### src/rtl/idr_pkg.sv
package idr_pkg;

  typedef enum logic [1:0] {
    ST_IDLE     = 2'd0,
    ST_ON_WAIT  = 2'd1,
    ST_DRIVE    = 2'd2,
    ST_OFF_WAIT = 2'd3
  } idr_state_e;

  typedef struct packed {
    logic quiet;    // deselect or NOP
    logic id_set;   // extended MRS, identity bit high
    logic id_clr;   // extended MRS, identity bit low
    logic illegal;  // any other selected command
  } idr_cmd_t;

  localparam logic [3:0] MFR_CODE  = 4'b0010;
  localparam logic [7:0] BUS_IDLE  = 8'hFF;
  localparam logic [1:0] BA_EXT_MR = 2'b01;

endpackage

### src/rtl/idr_cmd_decode.sv
module idr_cmd_decode
  import idr_pkg::*;
#(
  parameter int unsigned ADDR_W = 12,
  parameter int unsigned ID_BIT = 10
) (
  input  logic              cs_n,
  input  logic              ras_n,
  input  logic              cas_n,
  input  logic              we_n,
  input  logic [1:0]        ba,
  input  logic [ADDR_W-1:0] addr,
  output idr_cmd_t          cmd
);

  logic is_nop;
  logic is_ext_mr;

  always_comb begin
    is_nop      = cs_n || (ras_n && cas_n && we_n);
    is_ext_mr   = !cs_n && !ras_n && !cas_n && !we_n && (ba == BA_EXT_MR);
    cmd.quiet   = is_nop;
    cmd.id_set  = is_ext_mr && addr[ID_BIT];
    cmd.id_clr  = is_ext_mr && !addr[ID_BIT];
    cmd.illegal = !is_nop && !is_ext_mr;
  end

endmodule

### src/rtl/idr_delay_cnt.sv
module idr_delay_cnt #(
  parameter int unsigned DELAY = 4
) (
  input  logic clk,
  input  logic rst,
  input  logic load,
  output logic done
);

  localparam int unsigned CW = (DELAY < 2) ? 1 : $clog2(DELAY);
  localparam logic [CW-1:0] RELOAD = CW'(DELAY - 1);

  logic [CW-1:0] cnt_q;

  always_ff @(posedge clk) begin
    if (rst)               cnt_q <= '0;
    else if (load)         cnt_q <= RELOAD;
    else if (cnt_q != '0)  cnt_q <= cnt_q - 1'b1;
  end

  assign done = (cnt_q == '0);

endmodule

### src/rtl/idr_fsm.sv
module idr_fsm
  import idr_pkg::*;
(
  input  logic       clk,
  input  logic       rst,
  input  idr_cmd_t   cmd,
  input  logic       on_done,
  input  logic       off_done,
  output idr_state_e state,
  output logic       on_load,
  output logic       off_load,
  output logic       viol
);

  idr_state_e state_q, state_d;
  logic       viol_q;
  logic       guarded;

  always_comb begin
    state_d  = state_q;
    on_load  = 1'b0;
    off_load = 1'b0;
    unique case (state_q)
      ST_IDLE: begin
        if (cmd.id_set) begin
          state_d = ST_ON_WAIT;
          on_load = 1'b1;
        end
      end
      ST_ON_WAIT: begin
        if (cmd.id_set)      on_load = 1'b1;
        else if (cmd.id_clr) state_d = ST_IDLE;
        else if (on_done)    state_d = ST_DRIVE;
      end
      ST_DRIVE: begin
        if (cmd.id_clr) begin
          state_d  = ST_OFF_WAIT;
          off_load = 1'b1;
        end
      end
      ST_OFF_WAIT: begin
        if (cmd.id_set)      state_d  = ST_DRIVE;
        else if (cmd.id_clr) off_load = 1'b1;
        else if (off_done)   state_d  = ST_IDLE;
      end
      default: state_d = ST_IDLE;
    endcase
  end

  assign guarded = (state_q == ST_ON_WAIT) || (state_q == ST_DRIVE);

  always_ff @(posedge clk) begin
    if (rst) begin
      state_q <= ST_IDLE;
      viol_q  <= 1'b0;
    end else begin
      state_q <= state_d;
      viol_q  <= viol_q || (guarded && cmd.illegal);
    end
  end

  assign state = state_q;
  assign viol  = viol_q;

endmodule

### src/rtl/idr_dq_drive.sv
module idr_dq_drive
  import idr_pkg::*;
#(
  parameter logic [3:0] REV_ID = 4'h0
) (
  input  logic       clk,
  input  logic       rst,
  input  idr_state_e state,
  output logic [7:0] dq_out,
  output logic       dq_oe
);

  localparam logic [7:0] ID_WORD = {REV_ID, MFR_CODE};

  logic oe_q;

  always_ff @(posedge clk) begin
    if (rst) oe_q <= 1'b0;
    else     oe_q <= 1'b1;
  end

  always_comb begin
    if (state == ST_DRIVE || state == ST_OFF_WAIT) dq_out = ID_WORD;
    else                                           dq_out = BUS_IDLE;
  end

  assign dq_oe = oe_q;

endmodule

### src/rtl/idr_top.sv
module idr_top
  import idr_pkg::*;
#(
  parameter int unsigned T_ON_CYC  = 4,
  parameter int unsigned T_OFF_CYC = 3,
  parameter logic [3:0]  REV_ID    = 4'h0,
  parameter int unsigned ADDR_W    = 12,
  parameter int unsigned ID_BIT    = 10
) (
  input  logic              clk,
  input  logic              rst,
  input  logic              cs_n,
  input  logic              ras_n,
  input  logic              cas_n,
  input  logic              we_n,
  input  logic [1:0]        ba,
  input  logic [ADDR_W-1:0] addr,
  output logic [7:0]        dq_out,
  output logic              dq_oe,
  output logic              proto_err
);

  idr_cmd_t   cmd;
  idr_state_e state;
  logic       on_load, off_load, on_done, off_done;

  idr_cmd_decode #(.ADDR_W(ADDR_W), .ID_BIT(ID_BIT)) u_dec (
    .cs_n(cs_n), .ras_n(ras_n), .cas_n(cas_n), .we_n(we_n),
    .ba(ba), .addr(addr), .cmd(cmd)
  );

  idr_delay_cnt #(.DELAY(T_ON_CYC)) u_on_cnt (
    .clk(clk), .rst(rst), .load(on_load), .done(on_done)
  );

  idr_delay_cnt #(.DELAY(T_OFF_CYC)) u_off_cnt (
    .clk(clk), .rst(rst), .load(off_load), .done(off_done)
  );

  idr_fsm u_fsm (
    .clk(clk), .rst(rst), .cmd(cmd), .on_done(on_done), .off_done(off_done),
    .state(state), .on_load(on_load), .off_load(off_load), .viol(proto_err)
  );

  idr_dq_drive #(.REV_ID(REV_ID)) u_drv (
    .clk(clk), .rst(rst), .state(state), .dq_out(dq_out), .dq_oe(dq_oe)
  );

endmodule

### config.mk
export PLATFORM = sky130hd
export DESIGN_NAME = idr_top
export DESIGN_NICKNAME = d
export VERILOG_FILES = /design/src/rtl/idr_pkg.sv /design/src/rtl/idr_cmd_decode.sv /design/src/rtl/idr_delay_cnt.sv /design/src/rtl/idr_fsm.sv /design/src/rtl/idr_dq_drive.sv /design/src/rtl/idr_top.sv
export SDC_FILE = /design/constraint.sdc
export NUM_CORES = 1
export LEC_CHECK = 0
export BUFFER_PORTS_ARGS = -buffer_cell sky130_fd_sc_hd__buf_2
export CORE_UTILIZATION = 46
export CTS_BUF_LIST = sky130_fd_sc_hd__clkbuf_4 sky130_fd_sc_hd__clkbuf_8
export CTS_CLUSTER_SIZE = 24
export DETAILED_ROUTE_END_ITERATION = 12
export PLACE_DENSITY = 0.87
export SETUP_SLACK_MARGIN = 0.1
export SYNTH_ARGS = -nofsm -noshare
export SYNTH_HDL_FRONTEND = slang
export SYNTH_HIERARCHICAL = 1
export SYNTH_SLANG_ARGS = --single-unit
export TNS_END_PERCENT = 5
### constraint.sdc
create_clock -name clk -period 2.4 [get_ports clk]
set_input_delay 0.36 -clock clk [delete_from_list [all_inputs] [get_ports clk]]
set_output_delay 0.36 -clock clk [all_outputs]
set_load 0.02 [all_outputs]
==> flow_metrics.py, run 1 <==
metrics = {
    "worst_setup_path": {
        "arrival_ps": 2150,
        "r2r_start": "u_fsm/state[0]",
        "regToRegSetupSlack_ps": 750,
        "cp.required_ps": 2560,
        "rr_endpoint": "u_fsm/state[1]",
        "reg2reg_depth": 6,
        "crit_path_end_kind": "flop",
        "startpoint_type": "input port",
        "worstPathMaxFanout": 4,
        "path_class": "input port to flop",
    },
    "place": {
        "portBuffers": 17,
        "dpl.hpwl_um": 827,
        "gp_congestion": 0.861,
    },
    "grt": {
        "grt_pass1_vias": 415,
        "grt-ovfl-total": 0,
        "grt_usage": 0.159,
        "antenna_found_initial": 0,
        "grt_max_degree": 10,
        "grt_pass1_wl_um": 1480,
    },
    "pwr": {
        "vdd_ir_drop_max_v": 0.000592,
        "p_per_area_nw_per_um2": 631,
        "p_leak_nw": 0.304,
    },
    "sta": {
        "post-route-period-util": 0.828,
        "layout_min_cycle_time_ps": 1990,
        "fin_setup_tns_ps": 0,
        "drv_slew": 0,
        "fmax_ghz": 0.503,
        "clock_skew_ps": 6.53,
        "finalSetupViolations": 0,
        "finalHoldViolCount": 0,
        "rsz0062_at_grt": "no",
    },
    "logic_synthesis": {
        "syn_inst": 64,
        "syn_avg_cell_area_um2": 9.29,
        "synth_warnings": 6,
        "synth_area_um2": 594,
        "syn_nets": 91,
    },
    "clock_tree": {
        "worst_skew_pair.late_latency_ps": 250,
        "cts_resized": 0,
        "htreeDepth": 1,
        "cts.sinks": 8,
        "post_cts_buffers": 0,
        "cts_tree": "yes",
        "clkTransAtPathRegs_ps": 60,
        "cts_root_buffer": "clkbuf_4",
        "postCtsHoldBufs": 0,
        "clock_path_buffers": 2,
        "numCtsBuffers": 3,
    },
    "flow_run": {
        "drv_cap": 0,
    },
    "min_path": {
        "whs_endpoint": "u_drv/dq_oe",
        "hold_depth": 2,
        "hp-start": "rst",
        "hold_class": "input port to flop",
    },
    "route": {
        "drtPass1Iterations": 4,
        "antenna_left": 0,
        "via_count": 458,
        "drt_iter0_markers": 3,
        "drt-total-wl_um": 1020,
        "vias_per_cell": 4.98,
        "drt-wirelength-per-cell_um": 11.0,
        "drcViolationCount": 0,
    },
    "finish": {
        "area_growth_pct": 13.5,
        "multi_input_area_um2": 352,
        "sequential_cell_area_um2": 160,
        "utilization": 0.583,
        "n_antenna_cell": 0,
        "drive_gt1_frac": 0.385,
        "final_nets": 107,
        "fillerInstances": 106,
    },
    "die": {
        "rows": 12,
        "initial_core_util": 0.514,
        "fp.dieArea_um2": 1440,
        "die_h_um": 37.9,
        "core_area_um2": 1160,
        "io_pins": 30,
        "die_w_um": 37.9,
    },
    "status": {
        "outcome": "finished clean",
    },
}
==> power by group <==
part / leakage [nW] / switching, W / internal, W / total (W)
registers: 0.0654 / 0.0000119 / 0.000154 / 0.000166
clock network: 0.0138 / 0.0000448 / 0.0000572 / 0.000102
logic: 0.225 / 0.0000805 / 0.0000775 / 0.000158
total: 0.304 / 0.000137 / 0.000288 / 0.000426
==> area by class of cell <==
class / count / area share
multi-input combinational: 41 / 0.521
timing repair buffer: 18 / 0.137
clock buffer: 3 / 0.0334
sequential: 8 / 0.237
inverter: 8 / 0.0445
tap: 14 / 0.0260
==> worst max-delay path, cell delays in order <==
cell,delay (ps)
buf_2,110
or4_4,540
nor3_1,160
buf_4,160
mux2_4,310
a21oi_4,160
nand2_1,80
o41ai_2,270
==> per-stage QoR <==
step / hold slack [ps] / worst slack (ps) / cells / cell area (µm²) / power (W)
2_1_floorplan: 417 / 308 / 64 / 594 / 0.000294
3_3_place_gp: 453 / 219 / 89 / 652 / 0.000316
3_5_place_dp: 460 / 160 / 89 / 652 / 0.000328
4_1_cts: 356 / 419 / 92 / 674 / 0.000434
5_1_grt: 360 / 351 / 92 / 674 / 0.000454
6_report: 366 / 413 / 92 / 674 / 0.000426
==> layout by cell type, fill, tap and decap left out, types with 2 or more instances in the layout <==
cell type and n:
buf_2 17, inv_1 8, dfxtp_1 8, nor2_1 8, ha_1 7, clkbuf_4 3
a21oi_1 3, nand2b_1 2, nor3_1 2, o21ba_1 2
==> metal layers <==
metal,GRT usage,part of all wire,vias up
met4,0.0893,0.011,0
met3,0.0698,0.058,2
met5,0,0,-
met2,0.289,0.52,15
li1,-,-,236
met1,0.144,0.41,205
==> flip-flops by register name, indices dropped and copies added, names as in the netlist <==
register and cells:
u_fsm/state 2, u_off_cnt/cnt_q 2, u_drv/dq_oe 1, u_fsm/viol 1, u_on_cnt/cnt_q 2
==> worst max-delay path by stage <==
stage          startpoint             end  slack (ps)
5_1_grt              cs_n  u_fsm/state[1]         350
3_3_place_gp         cs_n  u_fsm/state[1]         220
3_5_place_dp         cs_n  u_fsm/state[1]         160
4_1_cts              cs_n  u_fsm/state[1]         420
2_1_floorplan        cs_n  u_fsm/state[1]         310
6_report             cs_n  u_fsm/state[1]         410
Power figures use the tool's default switching activity.
==> inputs of run 2 (changes only) <==
Clock period 2.4 ns to 2.1 ns, I/O delays scaled along.
==> flow_metrics.py, run 2 (synthesis results as in run 1) <==
metrics = {
    "clock_tree": {
        "cts_resized": 0,
        "cts.sinks": 8,
        "worst_skew_pair.late_latency_ps": 260,
        "cts_tree": "yes",
        "numCtsBuffers": 3,
        "post_cts_buffers": 0,
        "cts_root_buffer": "clkbuf_4",
        "postCtsHoldBufs": 0,
        "clkTransAtPathRegs_ps": 60,
        "htreeDepth": 1,
        "clock_path_buffers": 2,
    },
    "status": {
        "outcome": "finished clean",
    },
    "sta": {
        "fmax_ghz": 0.538,
        "clock_skew_ps": 7.92,
        "layout_min_cycle_time_ps": 1860,
        "drv_slew": 0,
        "post-route-period-util": 0.886,
        "finalHoldViolCount": 0,
        "rsz0062_at_grt": "no",
        "finalSetupViolations": 0,
    },
    "worst_setup_path": {
        "startpoint_type": "input port",
        "arrival_ps": 2030,
        "path_class": "input port to flop",
        "crit_path_end_kind": "flop",
        "cp-startpoint": "cs_n",
        "cp.required_ps": 2270,
        "worstPathMaxFanout": 4,
        "r2r_start": "u_fsm/state[0]",
    },
    "die": {
        "fp.dieArea_um2": 1440,
        "initial_core_util": 0.514,
        "die_w_um": 37.9,
        "io_pins": 30,
        "core_area_um2": 1160,
        "rows": 12,
        "die_h_um": 37.9,
    },
    "route": {
        "drt_iter0_markers": 14,
        "drt-wirelength-per-cell_um": 11.7,
        "vias_per_cell": 5.16,
        "drcViolationCount": 0,
        "antenna_left": 0,
        "drtPass1Iterations": 4,
        "via_count": 480,
        "drt-total-wl_um": 1090,
    },
    "flow_run": {
        "drv_cap": 0,
    },
    "pwr": {
        "vdd_ir_drop_max_v": 0.000387,
        "p_per_area_nw_per_um2": 719,
        "p_leak_nw": 0.309,
    },
    "finish": {
        "utilization": 0.594,
        "final_nets": 108,
        "n_antenna_cell": 0,
        "fillerInstances": 103,
        "final_cell_mix": "buf_2 (17), inv_1 (8), dfxtp_1 (8), nor2_1 (8), ha_1 (7)",
        "fin_area_um2": 687,
        "drive_gt1_frac": 0.405,
        "layout_commonest_cell": "buf_2",
        "area_growth_pct": 15.6,
    },
    "place": {
        "portBuffers": 17,
        "dpl.hpwl_um": 849,
        "gp_congestion": 0.864,
        "placed_cell_area_um2": 664,
    },
    "grt": {
        "grt-ovfl-total": 0,
        "grt_usage": 0.185,
        "grt_pass1_wl_um": 1800,
        "grt_pass1_vias": 444,
        "antenna_found_initial": 0,
        "grt_max_degree": 10,
    },
    "min_path": {
        "hold_class": "input port to flop",
        "hp-start": "rst",
    },
}
run 2: cell types whose count changed in the layout (fill, tap and decap cells not counted), sizes merged:
cell | previous run | this run
buf | 18 | 19
run 2: power breakdown:
part           internal (W)  total (W)  leakage [nW]  switching (W)
Sequential         0.000176   0.000190        0.0654      0.0000141
Clock             0.0000655   0.000120        0.0138      0.0000540
Combinational     0.0000900   0.000184         0.230      0.0000944
Total              0.000331   0.000494         0.309       0.000163
run 2: final cells by class:
type | instances | area (µm²) | area share
well taps | 14 | 17.5 | 0.0255
repair buffers | 19 | 100 | 0.146
inverters | 8 | 30.0 | 0.0437
multi-input cells | 41 | 357 | 0.519
clock buffers | 3 | 22.5 | 0.0328
flip-flops and latches | 8 | 160 | 0.233
run 2: path summary, 6_finish.rpt:
check / to / slack [ps] / depth (start not counted)
worst max-delay path: u_fsm/state[1] / 240 / 7
worst min-delay path: u_drv/dq_oe / 320 / 2
worst max register to register: u_fsm/state[1] / 470 / 6
worst min register to register: u_fsm/viol / 460 / 2
run 2: worst max-delay path, stage by stage:
cell and delay (ps):
buf_2 100, or4_4 540, nor3_2 230, mux2_4 340, a21oi_4 150, nand2_1 90
o41ai_2 260
run 2: stage by stage:
stage	TNS, ps	setup WS, ps	cells	total power [W]	hold slack, ps
6_report	0	240	93	0.000494	317
5_1_grt	0	163	93	0.000533	318
4_1_cts	0	260	93	0.000498	310
3_5_place_dp	-10.5	-10.5	90	0.000377	459
3_3_place_gp	0	10.6	90	0.000362	453
2_1_floorplan	0	165	64	0.000336	372
run 2: routing by layer:
metal | track usage | part of all wire | vias to the layer above
li1 | - | - | 239
met1 | 0.203 | 0.42 | 217
met2 | 0.315 | 0.51 | 22
met3 | 0.0349 | 0.055 | 2
met4 | 0.134 | 0.010 | 0
met5 | 0 | 0 | -
==> inputs of run 3 (changes only) <==
Settings changed: CORE_AREA from default to 2 2 39 41, CORE_UTILIZATION 46 to default, DIE_AREA from default to 0 0 41 43, PLACE_DENSITY 0.87 to 0.8, SYNTH_HIERARCHICAL 1 to default.
==> flow_metrics.py, run 3 <==
metrics = {
    "sta": {
        "fin_setup_tns_ps": 0,
        "rsz0062_at_grt": "no",
        "finalHoldViolCount": 0,
        "fmax_ghz": 0.557,
        "holdWs_ps": 333,
        "post-route-period-util": 0.855,
        "layout_min_cycle_time_ps": 1800,
        "clock_skew_ps": 4.12,
        "finalSetupViolations": 0,
        "drv_slew": 0,
    },
    "logic_synthesis": {
        "synth_warnings": 0,
        "syn_nets": 88,
        "ys_top_cells_by_count": "dfxtp_1 (8), buf_4 (7), inv_1 (6)",
        "synth_edf_count": 0,
        "synth.top_cell.area_share": 0.306,
        "ys.flop_type": "dfxtp_1",
        "synth_area_um2": 523,
        "syn_avg_cell_area_um2": 8.30,
        "yosys.area.top_type": "dfxtp_1",
        "yosysSeqAreaShare": 0.306,
        "synth.most_common_cell": "dfxtp_1",
        "synth_top_cells_by_area": "dfxtp_1 (31%), ha_1 (12%), buf_4 (10%), a21oi_1 (4.8%), inv_1 (4.3%)",
        "synthArstFlopShare": 0,
        "syn_inst": 63,
        "yosys.cell_types.count": 28,
        "ys_ff_latch": 8,
    },
    "finish": {
        "layout_commonest_cell": "buf_2",
        "n_antenna_cell": 0,
        "multi_input_area_um2": 284,
        "drive_gt1_frac": 0.303,
        "sequential_cell_area_um2": 160,
        "final_nets": 103,
        "final_cell_mix": "buf_2 (17), dfxtp_1 (8), inv_1 (6)",
        "fin_area_um2": 602,
        "area_growth_pct": 15.1,
        "fillerInstances": 145,
    },
    "place": {
        "gp_congestion": 0.763,
        "placed_cell_area_um2": 579,
        "dpl.hpwl_um": 817,
        "portBuffers": 17,
    },
    "route": {
        "drtPass1Iterations": 5,
        "drcViolationCount": 0,
        "vias_per_cell": 5.03,
        "via_count": 463,
        "drt-total-wl_um": 1030,
        "drt_iter0_markers": 1,
        "drt-wirelength-per-cell_um": 11.2,
        "antenna_left": 0,
    },
    "die": {
        "core_area_um2": 1380,
        "initial_core_util": 0.378,
        "die_h_um": 43,
        "fp.dieArea_um2": 1760,
        "rows": 14,
        "io_pins": 30,
        "die_w_um": 41,
    },
    "pwr": {
        "p_clk_frac": 0.284,
        "comb_power_share": 0.271,
        "swShare": 0.267,
        "p_int_w": 0.000295,
        "p_leak_nw": 0.259,
        "power.share.sequential": 0.444,
        "power.switching_w": 0.000108,
        "power_w": 0.000403,
        "vdd_ir_drop_max_v": 0.000385,
        "p_per_area_nw_per_um2": 669,
    },
    "worst_setup_path": {
        "cp.required_ps": 1780,
        "path_class": "flop to output port",
        "arrival_ps": 1480,
        "worstPathMaxFanout": 8,
        "crit_path_end_kind": "output port",
        "startpoint_type": "flop",
    },
    "clock_tree": {
        "numCtsBuffers": 3,
        "cts_root_buffer": "clkbuf_4",
        "cts_resized": 0,
        "cts.sinks": 8,
        "clkTransAtPathRegs_ps": 50,
        "postCtsHoldBufs": 0,
        "worst_skew_pair.late_latency_ps": 250,
        "clock_path_buffers": 2,
        "post_cts_buffers": 0,
        "cts_tree": "yes",
        "htreeDepth": 1,
    },
    "flow_run": {
        "drv_cap": 0,
    },
    "grt": {
        "grt_usage": 0.138,
        "grt_pass1_vias": 431,
        "grt-ovfl-total": 0,
        "antenna_found_initial": 0,
        "grt_max_degree": 9,
        "grt_pass1_wl_um": 1610,
    },
    "status": {
        "outcome": "finished clean",
    },
    "min_path": {
        "hold_class": "input port to flop",
    },
}
==> run 3: layer usage <==
metal	global-route usage	up-vias	wire length [µm]	share of wire
li1	-	237	-	-
met3	0.0942	0	70	0.068
met4	0.0200	0	0	0
met2	0.231	12	546	0.53
met5	0	-	0	0
met1	0.136	214	410	0.40
==> run 3: final timing paths <==
check                                    start        endpoint  slack (ps)  depth (start not counted)
worst max-delay path            u_fsm.state[0]       dq_out[2]         300                          4
worst min-delay path                       rst     u_drv.dq_oe         330                          2
worst max register to register  u_fsm.state[0]  u_fsm.state[1]         500                          6
worst min register to register      u_fsm.viol      u_fsm.viol         470                          2
==> run 3: kinds of logic after synthesis <==
family	Yosys count	share of synthesized area
AND/OR/NAND/NOR	19	0.191
buffers and inverters	14	0.151
flip-flops	8	0.306
XOR/XNOR	1	0.0167
AO/OA/AOI/OAI	14	0.187
multiplexers	1	0.0215
adder cells (fa/ha/maj)	5	0.120
other	1	0.00717
==> run 3: per-stage QoR <==
step	worst slack, ps	util	instances
floorplan	405	-	63
global placement	246	0.419	89
detailed placement	237	0.419	89
CTS	271	0.435	92
global route	121	0.435	92
finish	305	0.435	92
==> run 3: worst max-delay path: stages (launching register included) <==
cell and delay, ps:
dfxtp_1 380, inv_1 80, ha_1 240, nor2_1 300
buf_2 240
==> run 3: area by class of cell <==
| cell class | instances | area share |
|---|---|---|
| multi-input cells | 41 | 0.472 |
| flip-flops and latches | 8 | 0.266 |
| repair buffers | 18 | 0.154 |
| clock buffers | 3 | 0.0374 |
| inverters | 6 | 0.0374 |
| well taps | 16 | 0.0333 |
==> run 3: power by group through the flow <==
stage	Clock [W]	Sequential, W	Combinational, W
2_1_floorplan	0	0.000181	0.0000868
3_3_place_gp	0	0.000180	0.000103
3_5_place_dp	0	0.000181	0.000110
4_1_cts	0.000119	0.000179	0.000110
5_1_grt	0.000132	0.000180	0.000129
6_report	0.000115	0.000179	0.000109
